$ cat config.mk
export PLATFORM = sky130hd
export DESIGN_NAME = alias_reg_bank
export DESIGN_NICKNAME = d
export VERILOG_FILES = /design/src/rtl/alias_reg_pkg.sv /design/src/rtl/alias_reg_decode.sv /design/src/rtl/alias_reg_store.sv /design/src/rtl/alias_reg_bank.sv
export SDC_FILE = /design/constraint.sdc
export NUM_CORES = 1
export LEC_CHECK = 0
export ABC_AREA = 0
export BUFFER_PORTS_ARGS = -buffer_cell sky130_fd_sc_hd__clkbuf_2
export CORE_MARGIN = 5
export CORE_UTILIZATION = 30
export DETAILED_ROUTE_END_ITERATION = 10
export PLACE_DENSITY = 0.58
export RECOVER_POWER = 50
export SYNTH_ARGS = -nofsm -noshare
export SYNTH_HDL_FRONTEND = slang
export SYNTH_SLANG_ARGS = --single-unit
$ cat constraint.sdc
create_clock -name clk -period 1.8 [get_ports clk]
set_clock_uncertainty 0.1 [all_clocks]
set_input_delay 0 -clock clk [delete_from_list [all_inputs] [get_ports clk]]
set_output_delay 0 -clock clk [all_outputs]
set_load 0.01 [all_outputs]
$ cat src/rtl/alias_reg_pkg.sv
package alias_reg_pkg;

  localparam int IDX_W = 8;

  // Encoding equals the word offset inside a group.
  typedef enum logic [1:0] {
    OP_BASE = 2'd0,
    OP_SET  = 2'd1,
    OP_CLR  = 2'd2,
    OP_TOG  = 2'd3
  } aliasOp_e;

  typedef struct packed {
    logic             wrGrp;
    logic             wrPlain;
    logic             rdGrp;
    logic             rdPlain;
    aliasOp_e         op;
    logic [IDX_W-1:0] idx;
  } bankStb_t;

  function automatic logic [31:0] applyOp(aliasOp_e op, logic [31:0] cur,
                                          logic [31:0] wd);
    case (op)
      OP_SET:  return cur | wd;
      OP_CLR:  return cur & ~wd;
      OP_TOG:  return cur ^ wd;
      default: return wd;
    endcase
  endfunction

endpackage

$ cat src/rtl/alias_reg_decode.sv
module alias_reg_decode
  import alias_reg_pkg::*;
#(
  parameter int ADDR_W     = 8,
  parameter int NUM_GROUPS = 4,
  parameter int NUM_PLAIN  = 2
) (
  input  logic              clk,
  input  logic              rstN,
  input  logic              reqValid,
  input  logic              reqWrite,
  input  logic [ADDR_W-1:0] reqAddr,
  input  logic [3:0]        reqBe,
  output bankStb_t          stb,
  output logic              rspValid,
  output logic              rspErr
);

  localparam int unsigned GRP_WORDS = 4 * NUM_GROUPS;
  localparam int unsigned MAP_END   = GRP_WORDS + NUM_PLAIN;

  logic [31:0] addrWord;
  logic        beOk;
  logic        inGrp;
  logic        inPlain;

  always_comb begin
    addrWord = 32'(reqAddr);
    beOk     = &reqBe;
    inGrp    = addrWord < GRP_WORDS;
    inPlain  = !inGrp && (addrWord < MAP_END);

    stb         = '0;
    stb.wrGrp   = reqValid && reqWrite && beOk && inGrp;
    stb.rdGrp   = reqValid && !reqWrite && beOk && inGrp;
    stb.wrPlain = reqValid && reqWrite && beOk && inPlain;
    stb.rdPlain = reqValid && !reqWrite && beOk && inPlain;
    if (inGrp) begin
      stb.op  = aliasOp_e'(reqAddr[1:0]);
      stb.idx = IDX_W'(addrWord >> 2);
    end else begin
      stb.op  = OP_BASE;
      stb.idx = IDX_W'(addrWord - GRP_WORDS);
    end
  end

  always_ff @(posedge clk or negedge rstN) begin
    if (!rstN) begin
      rspValid <= 1'b0;
      rspErr   <= 1'b0;
    end else begin
      rspValid <= reqValid;
      rspErr   <= reqValid && !beOk;
    end
  end

endmodule

$ cat src/rtl/alias_reg_store.sv
module alias_reg_store
  import alias_reg_pkg::*;
#(
  parameter int                           NUM_GROUPS = 4,
  parameter int                           NUM_PLAIN  = 2,
  parameter int                           LOCK_BIT   = 31,
  parameter logic [NUM_GROUPS-1:0]        PLL_MASK   = '0,
  parameter logic [NUM_GROUPS-1:0][31:0]  GRP_RESET  = '0
) (
  input  logic                           clk,
  input  logic                           rstN,
  input  bankStb_t                       stb,
  input  logic [31:0]                    wrData,
  output logic [NUM_GROUPS-1:0][31:0]    grpVal,
  output logic [31:0]                    rdData
);

  localparam logic [31:0] LOCK_MASK = 32'(1) << LOCK_BIT;

  logic [NUM_PLAIN-1:0][31:0] plainVal;
  logic [31:0]                rdNext;

  for (genvar g = 0; g < NUM_GROUPS; g++) begin : gGrp
    localparam logic [31:0] RST = GRP_RESET[g] | (PLL_MASK[g] ? LOCK_MASK : 32'h0);
    always_ff @(posedge clk or negedge rstN) begin
      if (!rstN) begin
        grpVal[g] <= RST;
      end else if (stb.wrGrp && stb.idx == IDX_W'(g)) begin
        grpVal[g] <= applyOp(stb.op, grpVal[g], wrData);
      end
    end
  end

  for (genvar p = 0; p < NUM_PLAIN; p++) begin : gPlain
    always_ff @(posedge clk or negedge rstN) begin
      if (!rstN) begin
        plainVal[p] <= '0;
      end else if (stb.wrPlain && stb.idx == IDX_W'(p)) begin
        plainVal[p] <= wrData;
      end
    end
  end

  always_comb begin
    rdNext = '0;
    if (stb.rdGrp) begin
      for (int g = 0; g < NUM_GROUPS; g++) begin
        if (stb.idx == IDX_W'(g)) rdNext = grpVal[g];
      end
    end else if (stb.rdPlain) begin
      for (int p = 0; p < NUM_PLAIN; p++) begin
        if (stb.idx == IDX_W'(p)) rdNext = plainVal[p];
      end
    end
  end

  always_ff @(posedge clk or negedge rstN) begin
    if (!rstN) rdData <= '0;
    else       rdData <= rdNext;
  end

endmodule

$ cat src/rtl/alias_reg_bank.sv
module alias_reg_bank
  import alias_reg_pkg::*;
#(
  parameter int                          ADDR_W     = 8,
  parameter int                          NUM_GROUPS = 4,
  parameter int                          NUM_PLAIN  = 2,
  parameter int                          LOCK_BIT   = 31,
  parameter logic [NUM_GROUPS-1:0]       PLL_MASK   = 4'b0011,
  parameter logic [NUM_GROUPS-1:0][31:0] GRP_RESET  =
    {32'h0000_0000, 32'h1018_101B, 32'h0001_2000, 32'h0001_3001}
) (
  input  logic              clk,
  input  logic              rstN,
  input  logic              reqValid,
  input  logic              reqWrite,
  input  logic [ADDR_W-1:0] reqAddr,
  input  logic [31:0]       reqWdata,
  input  logic [3:0]        reqBe,
  output logic              rspValid,
  output logic [31:0]       rspRdata,
  output logic              rspErr
);

  bankStb_t                    stb;
  logic [NUM_GROUPS-1:0][31:0] grpVal;

  alias_reg_decode #(
    .ADDR_W(ADDR_W), .NUM_GROUPS(NUM_GROUPS), .NUM_PLAIN(NUM_PLAIN)
  ) decode_i (
    .clk(clk), .rstN(rstN), .reqValid(reqValid), .reqWrite(reqWrite),
    .reqAddr(reqAddr), .reqBe(reqBe), .stb(stb),
    .rspValid(rspValid), .rspErr(rspErr)
  );

  alias_reg_store #(
    .NUM_GROUPS(NUM_GROUPS), .NUM_PLAIN(NUM_PLAIN), .LOCK_BIT(LOCK_BIT),
    .PLL_MASK(PLL_MASK), .GRP_RESET(GRP_RESET)
  ) store_i (
    .clk(clk), .rstN(rstN), .stb(stb), .wrData(reqWdata),
    .grpVal(grpVal), .rdData(rspRdata)
  );

endmodule

==> results of run 1 <==
## timing repair
item,CTS,global route
pin swaps,1,7
resized for setup,3,47
endpoints found under the hold margin,391,0
hold buffers,37,0
setup buffers,0,38
setup endpoints to repair,2,31
## sequential cells by signal (all words and copies together), names as in the netlist
name               flops
store_i.grpVal       128
store_i.plainVal      64
store_i.rdData        32
decode_i.rspErr        1
decode_i.rspValid      1
## logic make-up (layout without fill, tap and decap cells)
logic type      after synthesis  after routing  share of synthesized area
mux                         224            224                      0.147
flops                       226            226                      0.332
fa+ha+maj                   258            258                      0.189
other cells                   0              2                          0
simple gates                322            322                     0.0772
buf+inv                     289            506                     0.0677
compound gates              487            487                      0.187
## critical path, stage by stage (launching register included)
cell and delay, ps:
sky130_fd_sc_hd__dfrtp_1 400, sky130_fd_sc_hd__inv_1 60, sky130_fd_sc_hd__ha_1 270, sky130_fd_sc_hd__mux2_2 260
sky130_fd_sc_hd__a22oi_1 170, sky130_fd_sc_hd__o21ai_0 110, sky130_fd_sc_hd__mux2_2 280
## power by group through the flow
stage | clock [W] | combinational [W] | sequential (W)
after detailed placement | 0 | 0.00166 | 0.00518
after global placement | 0 | 0.00159 | 0.00518
final | 0.00546 | 0.00177 | 0.00509
after floorplan | 0 | 0.000938 | 0.00519
after global routing | 0.00578 | 0.00196 | 0.00509
after CTS | 0.00563 | 0.00174 | 0.00509
## synth_stat cells, drive strengths merged, types with 2 or more instances
cell type,count
ha,258
mux2,221
dfrtp,210
nand2,166
o21ai,166
inv,164
nor2,130
a21oi,117
clkbuf,81
o221ai,81
buf,44
a22oi,38
a32oi,32
a211o,31
dfstp,16
a222oi,8
and3,4
nand4,4
nor2b,4
mux2i,3
o31ai,3
a2111oi,2
a221oi,2
nand3,2
nor3,2
o211ai,2
## path summary, 6_finish.rpt
path / to / cells past startpoint / from / slack, ps
setup / recovery: store_i.grpVal[125] / 6 / store_i.grpVal[125] / 20
hold / removal: store_i.grpVal[30] / 5 / reqAddr[3] / 40
setup reg to reg: store_i.grpVal[125] / 6 / store_i.grpVal[125] / 20
hold reg to reg: store_i.grpVal[64] / 2 / store_i.grpVal[64] / 390
max in group asynchronous: store_i.grpVal[31] / 4 / rstN / 160
min in group asynchronous: store_i.grpVal[77] / 3 / rstN / 530
## layout make-up
class | count | area, um2
Clock inverter | 5 | 50.0
Multi-Input combinational cell | 1291 | 10500
Sequential cell | 226 | 5680
Inverter | 164 | 659
Timing Repair Buffer | 294 | 2690
Fill cell | 5625 | 35000
Tap cell | 756 | 946
Clock buffer | 43 | 816
Antenna cell | 2 | 5.00
## metrics by stage
stage               std cells  setup TNS [ps]  cell area [um2]  total power [W]  hold slack [ps]
floorplan                1806           -4000            17200          0.00612             -396
detailed placement       2656          -83820            19800          0.00684             -149
finish                   2781               0            21400           0.0123             35.6
CTS                      2741               0            21000           0.0125             25.8
global route             2780            -212            21400           0.0128             80.9
global placement         2656          -75260            19800          0.00678             -145
## routing by layer
layer | global-route usage | vias up | part of all wire
met5 | 0 | - | 0.00052
met4 | 0.0564 | 4 | 0.031
met3 | 0.0191 | 101 | 0.047
met2 | 0.270 | 385 | 0.47
met1 | 0.216 | 7143 | 0.45
li1 | - | 6826 | -
==> impl_results.md, run 1 <==
* Post-Synthesis Cells at 1806
* Final Critical Period at 1780 ps
* Portion of the clock cycle consumed by the worst path in the final layout at 0.987
* Worst max-slew margin expressed relative to the limit at 0.478
* Die Height at 249 um
* Netlist area before placement at 17100 um2
* Row Count at 87
* Clock latency on the worst-skew pair at 550 ps
* Unrepaired setup endpoints after global routing: true
* DRC Markers at 0
* Final setup violation count at 0
* Fraction of final layout cells with drive strength greater than 1 at 0.265
* Detailed-route vias per instance at 5.20
* Synth unique cells at 52
* Yosys top cell area share at 0.307
* Detailed placement HPWL at 34800 um
* Commonest cells after routing, fill and taps aside: sky130_fd_sc_hd__ha_1 (255), sky130_fd_sc_hd__dfrtp_1 (210), sky130_fd_sc_hd__mux2_2 (197)
* Final Max Slew Viols at 0
* Global placement routability congestion at 0.817
* First-pass iteration count of the detailed router at 9
* Number of clock sinks seen by CTS at 226
* Minimum setup slack after placement at -473 ps
* Die width at 249 um
* Placeable core area at 56400 um2
* Internal Pwr Total at 0.00904 W
* Detail-routed net length per standard cell at 18.7 um
* Number of storage elements in the synthesis netlist at 226
* Setup WS post-layout at 22.7 ps
* Endpoint type of the worst setup path: register
* Cts bufs inserted at 26
* Async set or reset register ratio after synthesis at 1.00
* Overflow left after global routing at 0
* Post-synth EDFFs at 0
* Synth-to-layout area growth at 24.9%
* Final ANT Viol Nets at 0
* Root buffer cell: sky130_fd_sc_hd__clkbuf_16
* Maximum fanout encountered on the critical timing path at 4
* Outcome: finished clean
* Data arrival time of the worst path at 2100 ps
* Worst setup path class: reg2reg
* Leakage power of the design at 9.83 nW
* Power density over the cells at 577 nW/um2
* Part of the power in combinational logic at 0.144
* Worst hold-check path type: in2reg
* Maximum capacitance violations at 0
* Switching power summed over all nets at 0.00328 W
* Area of the die at 61900 um2
* Final core area utilization at 0.379
* Post-layout nets at 2309
* Via count at 14459
* Most used DFF post-synth: sky130_fd_sc_hd__dfrtp_1
* Average cell area after synthesis at 9.47 um2
* Area contributors post-synth: sky130_fd_sc_hd__dfrtp_1 (31%), sky130_fd_sc_hd__ha_1 (19%), sky130_fd_sc_hd__mux2_2 (14%)
* I/O pin count at 82
* CP required at 2120 ps
* Deepest level of the CTS H-tree at 1
* Net count after synthesis at 2112
* Post-synthesis cell type with the largest combined area: sky130_fd_sc_hd__dfrtp_1
* Number of antenna violations at the first check in global routing at 4
* First-pass GRT wire length at 82600 um
* DRT Wirelength at 52100 um
* Worst vdd ir at 0.684 mV
* Maximum clock rate at 0.563 GHz
* Pin count of the biggest net entering global routing at 67
* Slew @ Worst Pin at 783 ps
* Fraction of the yosys area taken by sequential cells at 0.332
* Leading cell type in the layout, fill and taps excluded: sky130_fd_sc_hd__ha_1
* CTS tree: yes
* IO buf count at 81
* Vias in the first global route at 14836
* Net Sw Frac at 0.266
* Clock-pin slew of the registers on the worst-case setup and hold paths at 60 ps
* Part of the power in registers at 0.413
* Clk network pwr share at 0.443
* Total routing resource utilization after global routing at 0.161
* Number of hold violations in the final report at 0
* Violation count after the first detailed-route iteration at 990
* Starting utilization of the core area at 0.303
* Syn. warnings at 0
* Launching element type of the critical path: register
* CTS max path bufs at 3
(Power assumes the default switching activity.)
==> run 2, diff against run 1 <==
--- a/config.mk
+++ b/config.mk
@@ -10,8 +10,10 @@
 export CORE_MARGIN = 5
 export CORE_UTILIZATION = 30
 export DETAILED_ROUTE_END_ITERATION = 10
+export GPL_TIMING_DRIVEN = 0
 export PLACE_DENSITY = 0.58
 export RECOVER_POWER = 50
 export SYNTH_ARGS = -nofsm -noshare
 export SYNTH_HDL_FRONTEND = slang
+export SYNTH_HIERARCHICAL = 1
 export SYNTH_SLANG_ARGS = --single-unit
==> run 2 against run 1 <==
  * The flow now finishes with violations (negative setup slack)
  * Combinational power fell by 16%
  * Area after synthesis rose by 1.5%
  * Critical path depth rose by 5
  * Critical endpoint is now store_i/grpVal[59]
  * Largest cell class unchanged
  * Largest power group unchanged
  * Highest routed layer unchanged
==> impl_results.md, run 2 <==
* Hold slack final at 99.5 ps (+63.9 ps)
* Final setup violation count at 193 (+193)
* Area of the die at 62800 um2 (+1.5%)
* Portion of the clock cycle consumed by the worst path in the final layout at 1.23 (+0.243)
* Synth Area in Compound Gates at 0.0288 (-0.158)
* Violation count after the first detailed-route iteration at 753 (-24%)
* Fraction of the yosys area taken by sequential cells at 0.327 (-0.00497)
* Synth unique cells at 38 (-27%)
* Number of antenna violations at the first check in global routing at 3 (-1)
* Slew @ Worst Pin at 772 ps (-11.9 ps)
* Crit path cell chain: clkbuf_2, or3_4, a21o_1, or4_4, buf_6, buf_12, nor4_4, buf_6, buf_12, buf_12, mux2_4
* Placeable core area at 57500 um2 (+1.9%)
* Unrepaired setup endpoints after global routing: true
* Clock-pin slew of the registers on the worst-case setup and hold paths at 60 ps (about the same)
* CP Buf/Inv Count at 6 (+5)
* Global placement routability congestion at 0.768 (-5.9%)
* IO buf count at 81 (unchanged)
* Pin count of the biggest net entering global routing at 103 (+54%)
* Clock latency on the worst-skew pair at 590 ps (+40 ps)
* Cell repeated most along the worst path: sky130_fd_sc_hd__buf_12
* I/O pin count at 82 (unchanged)
* CTS tree: yes
* Die Height at 251 um (+0.73%)
* CP required at 2130 ps (about the same)
* CP top delay family: simple AND/OR/NAND/NOR gates
* Netlist area before placement at 17400 um2 (+1.5%)
* Cell with the largest stage delay on the worst path: sky130_fd_sc_hd__or4_4
* Net Sw Frac at 0.265 (-0.00101)
* Endpoint type of the worst setup path: register
* Final Critical Period at 2210 ps (+437 ps)
* Row Count at 88 (+1.1%)
* Internal Pwr Total at 0.00923 W (+2.1%)
* Final ANT Viol Nets at 0 (unchanged)
* Number of clock sinks seen by CTS at 226 (unchanged)
* Most used DFF post-synth: sky130_fd_sc_hd__dfrtp_1
* Leading registers by flop count: store_i/grpVal: 128 flops, store_i/plainVal: 64 flops, store_i/rdData: 32 flops
* Data arrival time of the worst path at 2550 ps (+450 ps)
* Fraction of final layout cells with drive strength greater than 1 at 0.403 (+0.137)
* Mux share of post-synthesis cell area at 0.345 (+0.198)
* Number of flip-flops under the largest register name at 128 (unchanged)
* Final-layout fill cell count at 5465 (-2.8%)
* Commonest cells after routing, fill and taps aside: sky130_fd_sc_hd__inv_1 (290), sky130_fd_sc_hd__ha_1 (257), sky130_fd_sc_hd__dfrtp_1 (210)
* Clk network pwr share at 0.477 (+0.034)
* Detailed placement HPWL at 32200 um (-7.5%)
* DRT Wirelength at 51100 um (-1.9%)
* Maximum fanout encountered on the critical timing path at 6 (+2)
* Maximum capacitance violations at 0 (unchanged)
* Worst hold-check path type: in2reg
* Leakage power of the design at 10.3 nW (+4.8%)
* Outcome: finished with violations
* Violations in the final reports: negative setup slack
* Post-layout nets at 1879 (-19%)
* Overflow left after global routing at 0 (unchanged)
* Cts bufs inserted at 28 (+7.7%)
* Count leader, synth: sky130_fd_sc_hd__inv_1
* Post-Synth XOR/XNOR Area at 0 (unchanged)
* First-pass GRT wire length at 78300 um (-5.3%)
* Detailed-route vias per instance at 5.02 (-3.4%)
* Area of all sequential standard cells at 5680 um2 (unchanged)
* Worst vdd ir at 0.609 mV (-11%)
* Cell Area, Placed at 19000 um2 (-4.1%)
* Part of the power in combinational logic at 0.118 (-0.026)
* Post-Synthesis Cells at 1382 (-23%)
* Power density over the cells at 570 nW/um2 (-1.2%)
* Worst setup path class: in2reg
* Combinational family with the most area after synthesis: multiplexers
* Maximum clock rate at 0.452 GHz (-20%)
* Via count at 11863 (-18%)
* First-pass iteration count of the detailed router at 7 (-2)
* Synth-to-layout area growth at 26.9%
* Switching power summed over all nets at 0.00333 W (+1.5%)
* Setup WS post-layout at -415 ps (-437 ps)
* Deepest level of the CTS H-tree at 1 (unchanged)
* Root buffer cell: sky130_fd_sc_hd__clkbuf_16
* Average cell area after synthesis at 12.6 um2 (+33%)
* Starting utilization of the core area at 0.302 (-0.00122)
* Post-synth EDFFs at 0 (unchanged)
* Net count after synthesis at 1688 (-20%)
* DRC Markers at 0 (unchanged)
* Commonest cells post-synth: sky130_fd_sc_hd__inv_1 (293), sky130_fd_sc_hd__ha_1 (258), sky130_fd_sc_hd__dfrtp_1 (210)
* Detail-routed net length per standard cell at 21.6 um (+16%)
* Minimum setup slack after placement at -1810 ps (-1330 ps)
* Total routing resource utilization after global routing at 0.159 (-0.00223)
* Syn. warnings at 6 (+6)
* Area of the multi-input gates at 11000 um2 (+4.2%)
* Leading cell type in the layout, fill and taps excluded: sky130_fd_sc_hd__inv_1
* Final Total Pwr at 0.0126 W (+1.9%)
* Slowest Stage Delay on Critical Path at 630 ps (+230 ps)
* Number of hold violations in the final report at 0 (unchanged)
* Finished Cell Area at 22000 um2 (+3.2%)
* Vias in the first global route at 12723 (-14%)
* Yosys top cell area share at 0.303 (-0.00460)
* Launching element type of the critical path: input port
* Synthesized-area fraction occupied by adder cells at 0.186 (-0.00283)
* CTS max path bufs at 3 (unchanged)
* Worst max-slew margin expressed relative to the limit at 0.486 (+0.00792)
* Area share of and/or/nand/nor cells after synthesis at 0.0262 (-0.0510)
* Area contributors post-synth: sky130_fd_sc_hd__dfrtp_1 (30%), sky130_fd_sc_hd__ha_1 (19%), sky130_fd_sc_hd__mux4_2 (17%)
* Post-synthesis cell type with the largest combined area: sky130_fd_sc_hd__dfrtp_1
* Number of storage elements in the synthesis netlist at 226 (unchanged)
* Final Max Slew Viols at 0 (unchanged)
* Part of the power in registers at 0.405 (-0.008)
* Async set or reset register ratio after synthesis at 1.00 (unchanged)
* Reg with most FFs: store_i/grpVal
* Die width at 251 um (+0.73%)
[run 2: final cells by class]
cell class              count  area share
diodes                      1    0.000114
plain buffers              74      0.0362
clock buffers              36      0.0341
clock inverters            16     0.00908
inverters                 293      0.0507
multi-input cells         782       0.497
flip-flops and latches    226       0.258
well taps                 765      0.0434
repair buffers            168      0.0714
[run 2: cells by family after synthesis]
| group | count (synthesis) |
|---|---|
| multiplexers | 388 |
| AND/OR/NAND/NOR | 69 |
| buffers and inverters | 374 |
| AO/OA/AOI/OAI | 67 |
| adder cells (fa/ha/maj) | 258 |
| flip-flops | 226 |
[run 2: stage by stage]
step,instances,util,TNS (ps)
final,2361,0.383,-55930
after global routing,2360,0.383,-77480
after CTS,2358,0.383,-48740
after detailed placement,2230,0.330,-327310
after global placement,2228,0.329,-1311430
after floorplan,1382,-,-123890
[run 2: power groups by stage]
stage,combinational [W],sequential [W],clock (W)
2_1_floorplan,0.000747,0.00518,0
3_3_place_gp,0.00120,0.00518,0
3_5_place_dp,0.00128,0.00518,0
4_1_cts,0.00145,0.00509,0.00612
5_1_grt,0.00162,0.00508,0.00634
6_report,0.00148,0.00509,0.00599
[run 2: routing by layer]
layer	track usage	routed length, um	vias up
li1	-	-	5265
met1	0.219	23100	6241
met2	0.261	24200	275
met3	0.0288	2590	80
met4	0.0384	1190	2
met5	0	8	-
[run 2: final timing paths]
kind,endpoint,depth (start not counted),start,slack (ps)
min in group asynchronous,store_i/grpVal[89],3,rstN,520
worst min register to register,store_i/plainVal[16],1,store_i/plainVal[16],400
worst max-delay path,store_i/grpVal[59],11,reqAddr[6],-410
worst max register to register,store_i/grpVal[84],4,store_i/grpVal[84],-20
worst min-delay path,store_i/rdData[31],5,reqAddr[4],100
max in group asynchronous,store_i/plainVal[2],4,rstN,60
[run 2: timing repair]
item                                    CTS  global route
gates resized for setup                 292            29
gates cloned                             10             0
hold endpoints to repair                406             0
setup buffers                            35             4
pin swaps                                10             5
hold buffers                             37             0
endpoints found under the setup margin  224           224
[run 2: worst register-to-register path, stage by stage, from the launching register on]
cell	delay, ps
sky130_fd_sc_hd__dfstp_2	560
sky130_fd_sc_hd__inv_1	50
sky130_fd_sc_hd__ha_1	290
sky130_fd_sc_hd__mux4_2	470
sky130_fd_sc_hd__mux2_4	280
==> run 3, diff against run 2 <==
--- a/config.mk
+++ b/config.mk
@@ -9,6 +9,7 @@
 export BUFFER_PORTS_ARGS = -buffer_cell sky130_fd_sc_hd__clkbuf_2
 export CORE_MARGIN = 5
 export CORE_UTILIZATION = 30
+export CTS_BUF_LIST = sky130_fd_sc_hd__clkbuf_4 sky130_fd_sc_hd__clkbuf_8 sky130_fd_sc_hd__clkbuf_16
 export DETAILED_ROUTE_END_ITERATION = 10
 export GPL_TIMING_DRIVEN = 0
 export PLACE_DENSITY = 0.58
==> run 3 against run 2 <==
  * The flow still finishes with violations (negative setup slack)
  * Hold slack got worse by 64 ps
  * Cell count about the same
  * Non-clock buffer count increased by 2
  * Sequential share of layout area decreased by 0.095 points
  * Largest power group unchanged
==> impl_results.md, run 3 (synthesis gave the netlist of run 2 again) <==
* Outcome: finished with violations
* Violations in the final reports: negative setup slack
* Vias in the first global route at 12694 (-0.23%)
* Root buffer cell: sky130_fd_sc_hd__clkbuf_16
* Slew @ Worst Pin at 764 ps (-7.60 ps)
* Setup WS post-layout at -361 ps (+53.8 ps)
* Data arrival time of the worst path at 2500 ps (-50 ps)
* Clock latency on the worst-skew pair at 590 ps (about the same)
* First-pass GRT wire length at 77700 um (-0.77%)
* Synth-to-layout area growth at 27.4%
* Global placement routability congestion at 0.768 (unchanged)
* Launching element type of the critical path: input port
* Starting utilization of the core area at 0.302 (unchanged)
* Die width at 251 um (unchanged)
* Leakage power of the design at 10.3 nW (+0.22%)
* Final Critical Period at 2160 ps (-53.8 ps)
* Maximum fanout encountered on the critical timing path at 10 (+4)
* Clock-pin slew of the registers on the worst-case setup and hold paths at 60 ps (about the same)
* Die Height at 251 um (unchanged)
* I/O pin count at 82 (unchanged)
* Leading registers by flop count: store_i/grpVal: 128 flops, store_i/plainVal: 64 flops, store_i/rdData: 32 flops
* Cts bufs inserted at 28 (unchanged)
* CP required at 2140 ps (about the same)
* First-pass iteration count of the detailed router at 5 (-2)
* Violation count after the first detailed-route iteration at 732 (-2.8%)
* Endpoint type of the worst setup path: register
* IO buf count at 81 (unchanged)
* CTS max path bufs at 3 (unchanged)
* Worst vdd ir at 0.595 mV (-2.3%)
* Commonest cells after routing, fill and taps aside: sky130_fd_sc_hd__inv_1 (290), sky130_fd_sc_hd__ha_1 (257), sky130_fd_sc_hd__dfrtp_1 (210)
* Maximum capacitance violations at 0 (unchanged)
* Maximum clock rate at 0.463 GHz (+2.5%)
* Number of hold violations in the final report at 0 (unchanged)
* Fraction of final layout cells with drive strength greater than 1 at 0.413 (+0.0101)
* Row Count at 88 (unchanged)
* Final Total Pwr at 0.0127 W (+0.98%)
* Total routing resource utilization after global routing at 0.158 (-0.00122)
* Detailed placement HPWL at 32200 um (unchanged)
* Pin count of the biggest net entering global routing at 103 (unchanged)
* Post-layout nets at 1881 (+0.11%)
* Power density over the cells at 573 nW/um2 (+0.61%)
* Fin cells at 2363 (+0.085%)
* Worst setup path class: in2reg
* CTS tree: yes
* Leading cell type in the layout, fill and taps excluded: sky130_fd_sc_hd__inv_1
* Worst hold-check path type: in2reg
* Deepest level of the CTS H-tree at 1 (unchanged)
* Portion of the clock cycle consumed by the worst path in the final layout at 1.20 (-0.0299)
* Detailed-route vias per instance at 5.03 (about the same)
* Sum of negative setup slack at -49780 ps (+6140 ps)
* Reg with most FFs: store_i/grpVal
* Final setup violation count at 224 (+16%)
* Unrepaired setup endpoints after global routing: true
* Final-layout fill cell count at 5447 (-0.33%)
* Number of flip-flops under the largest register name at 128 (unchanged)
* Detail-routed net length per standard cell at 21.8 um (+0.80%)
* Number of clock sinks seen by CTS at 226 (unchanged)
* Number of placed instances with taps included at 2230 (unchanged)
* Via count at 11875 (+0.10%)
* DRC Markers at 0 (unchanged)
* DRT Wirelength at 51600 um (+0.89%)
* Placeable core area at 57500 um2 (unchanged)
* Worst max-slew margin expressed relative to the limit at 0.491 (+0.00507)
* Number of antenna violations at the first check in global routing at 3 (unchanged)
* Overflow left after global routing at 0 (unchanged)
* Final ANT Viol Nets at 0 (unchanged)
* Final Max Slew Viols at 0 (unchanged)
* Area of the die at 62800 um2 (unchanged)
* Minimum setup slack after placement at -1810 ps (unchanged)
* Hold slack final at 35.3 ps (-64.2 ps)
-- run 3: cell count changes in the layout (fill, tap and decap cells not counted), moves of 3 or more --
cell,before,now
sky130_fd_sc_hd__o32ai_2,13,19
sky130_fd_sc_hd__nor4_1,15,11
sky130_fd_sc_hd__nor4_4,15,19
sky130_fd_sc_hd__buf_4,31,35
sky130_fd_sc_hd__o32ai_1,18,12
sky130_fd_sc_hd__clkbuf_1,42,36
sky130_fd_sc_hd__clkbuf_4,7,14
sky130_fd_sc_hd__clkbuf_16,30,34
sky130_fd_sc_hd__clkbuf_2,56,53
sky130_fd_sc_hd__buf_16,11,3
sky130_fd_sc_hd__buf_6,20,25
-- run 3: power breakdown --
group,switching (W),leakage (nW),internal (W)
Sequential,0.00000182,3.10,0.00509
Combinational,0.000884,6.74,0.000636
Clock,0.00246,0.486,0.00361
-- run 3: worst max-delay path: stages --
cell and delay, ps:
sky130_fd_sc_hd__clkbuf_16 140, sky130_fd_sc_hd__inv_12 50, sky130_fd_sc_hd__ha_4 120, sky130_fd_sc_hd__nor3b_4 220
sky130_fd_sc_hd__buf_6 170, sky130_fd_sc_hd__nor2_4 40, sky130_fd_sc_hd__or4_4 630, sky130_fd_sc_hd__or4_4 620
sky130_fd_sc_hd__buf_12 210, sky130_fd_sc_hd__mux2_4 300
-- run 3: path summary, 6_finish.rpt --
check	startpoint	endpoint	slack, ps	cells after the start
worst max-delay path	reqAddr[5]	store_i/grpVal[126]	-360	10
worst min-delay path	reqAddr[4]	store_i/rdData[31]	40	5
worst max register to register	store_i/grpVal[16]	store_i/grpVal[16]	-30	4
worst min register to register	store_i/plainVal[16]	store_i/plainVal[16]	400	1
max in group asynchronous	rstN	store_i/plainVal[2]	60	4
min in group asynchronous	rstN	store_i/grpVal[89]	510	3
-- run 3: cell type report --
class	instances	area (um2)	area share
Clock inverter	16	200	0.00905
Sequential cell	226	5680	0.257
Antenna cell	1	2.50	0.000113
Inverter	293	1110	0.0504
Tap cell	765	957	0.0433
Timing Repair Buffer	171	1480	0.0668
Buffer	73	831	0.0376
Clock buffer	36	773	0.0350
Multi-Input combinational cell	782	11100	0.501
-- run 3: per-stage QoR --
stage / utilization / instance area, um2
6_report: 0.385 / 22100
2_1_floorplan: - / 17500
5_1_grt: 0.385 / 22100
3_3_place_gp: 0.329 / 18900
3_5_place_dp: 0.330 / 19000
4_1_cts: 0.383 / 22000
-- run 3: per-layer routing --
metal,global-route usage,vias up,share of wire
li1,-,5272,-
met1,0.218,6216,0.45
met2,0.259,297,0.47
met3,0.0290,88,0.053
met4,0.0380,2,0.027
met5,0,-,0.00014
-- run 3: what timing repair did --
| item | CTS | global route |
|---|---|---|
| resized for setup | 273 | 84 |
| gates cloned | 10 | 2 |
| hold endpoints to repair | 406 | 0 |
| hold buffers | 37 | 0 |
| pin swaps | 13 | 8 |
| buffers inserted | 40 | 12 |
| endpoints found under the setup margin | 224 | 224 |
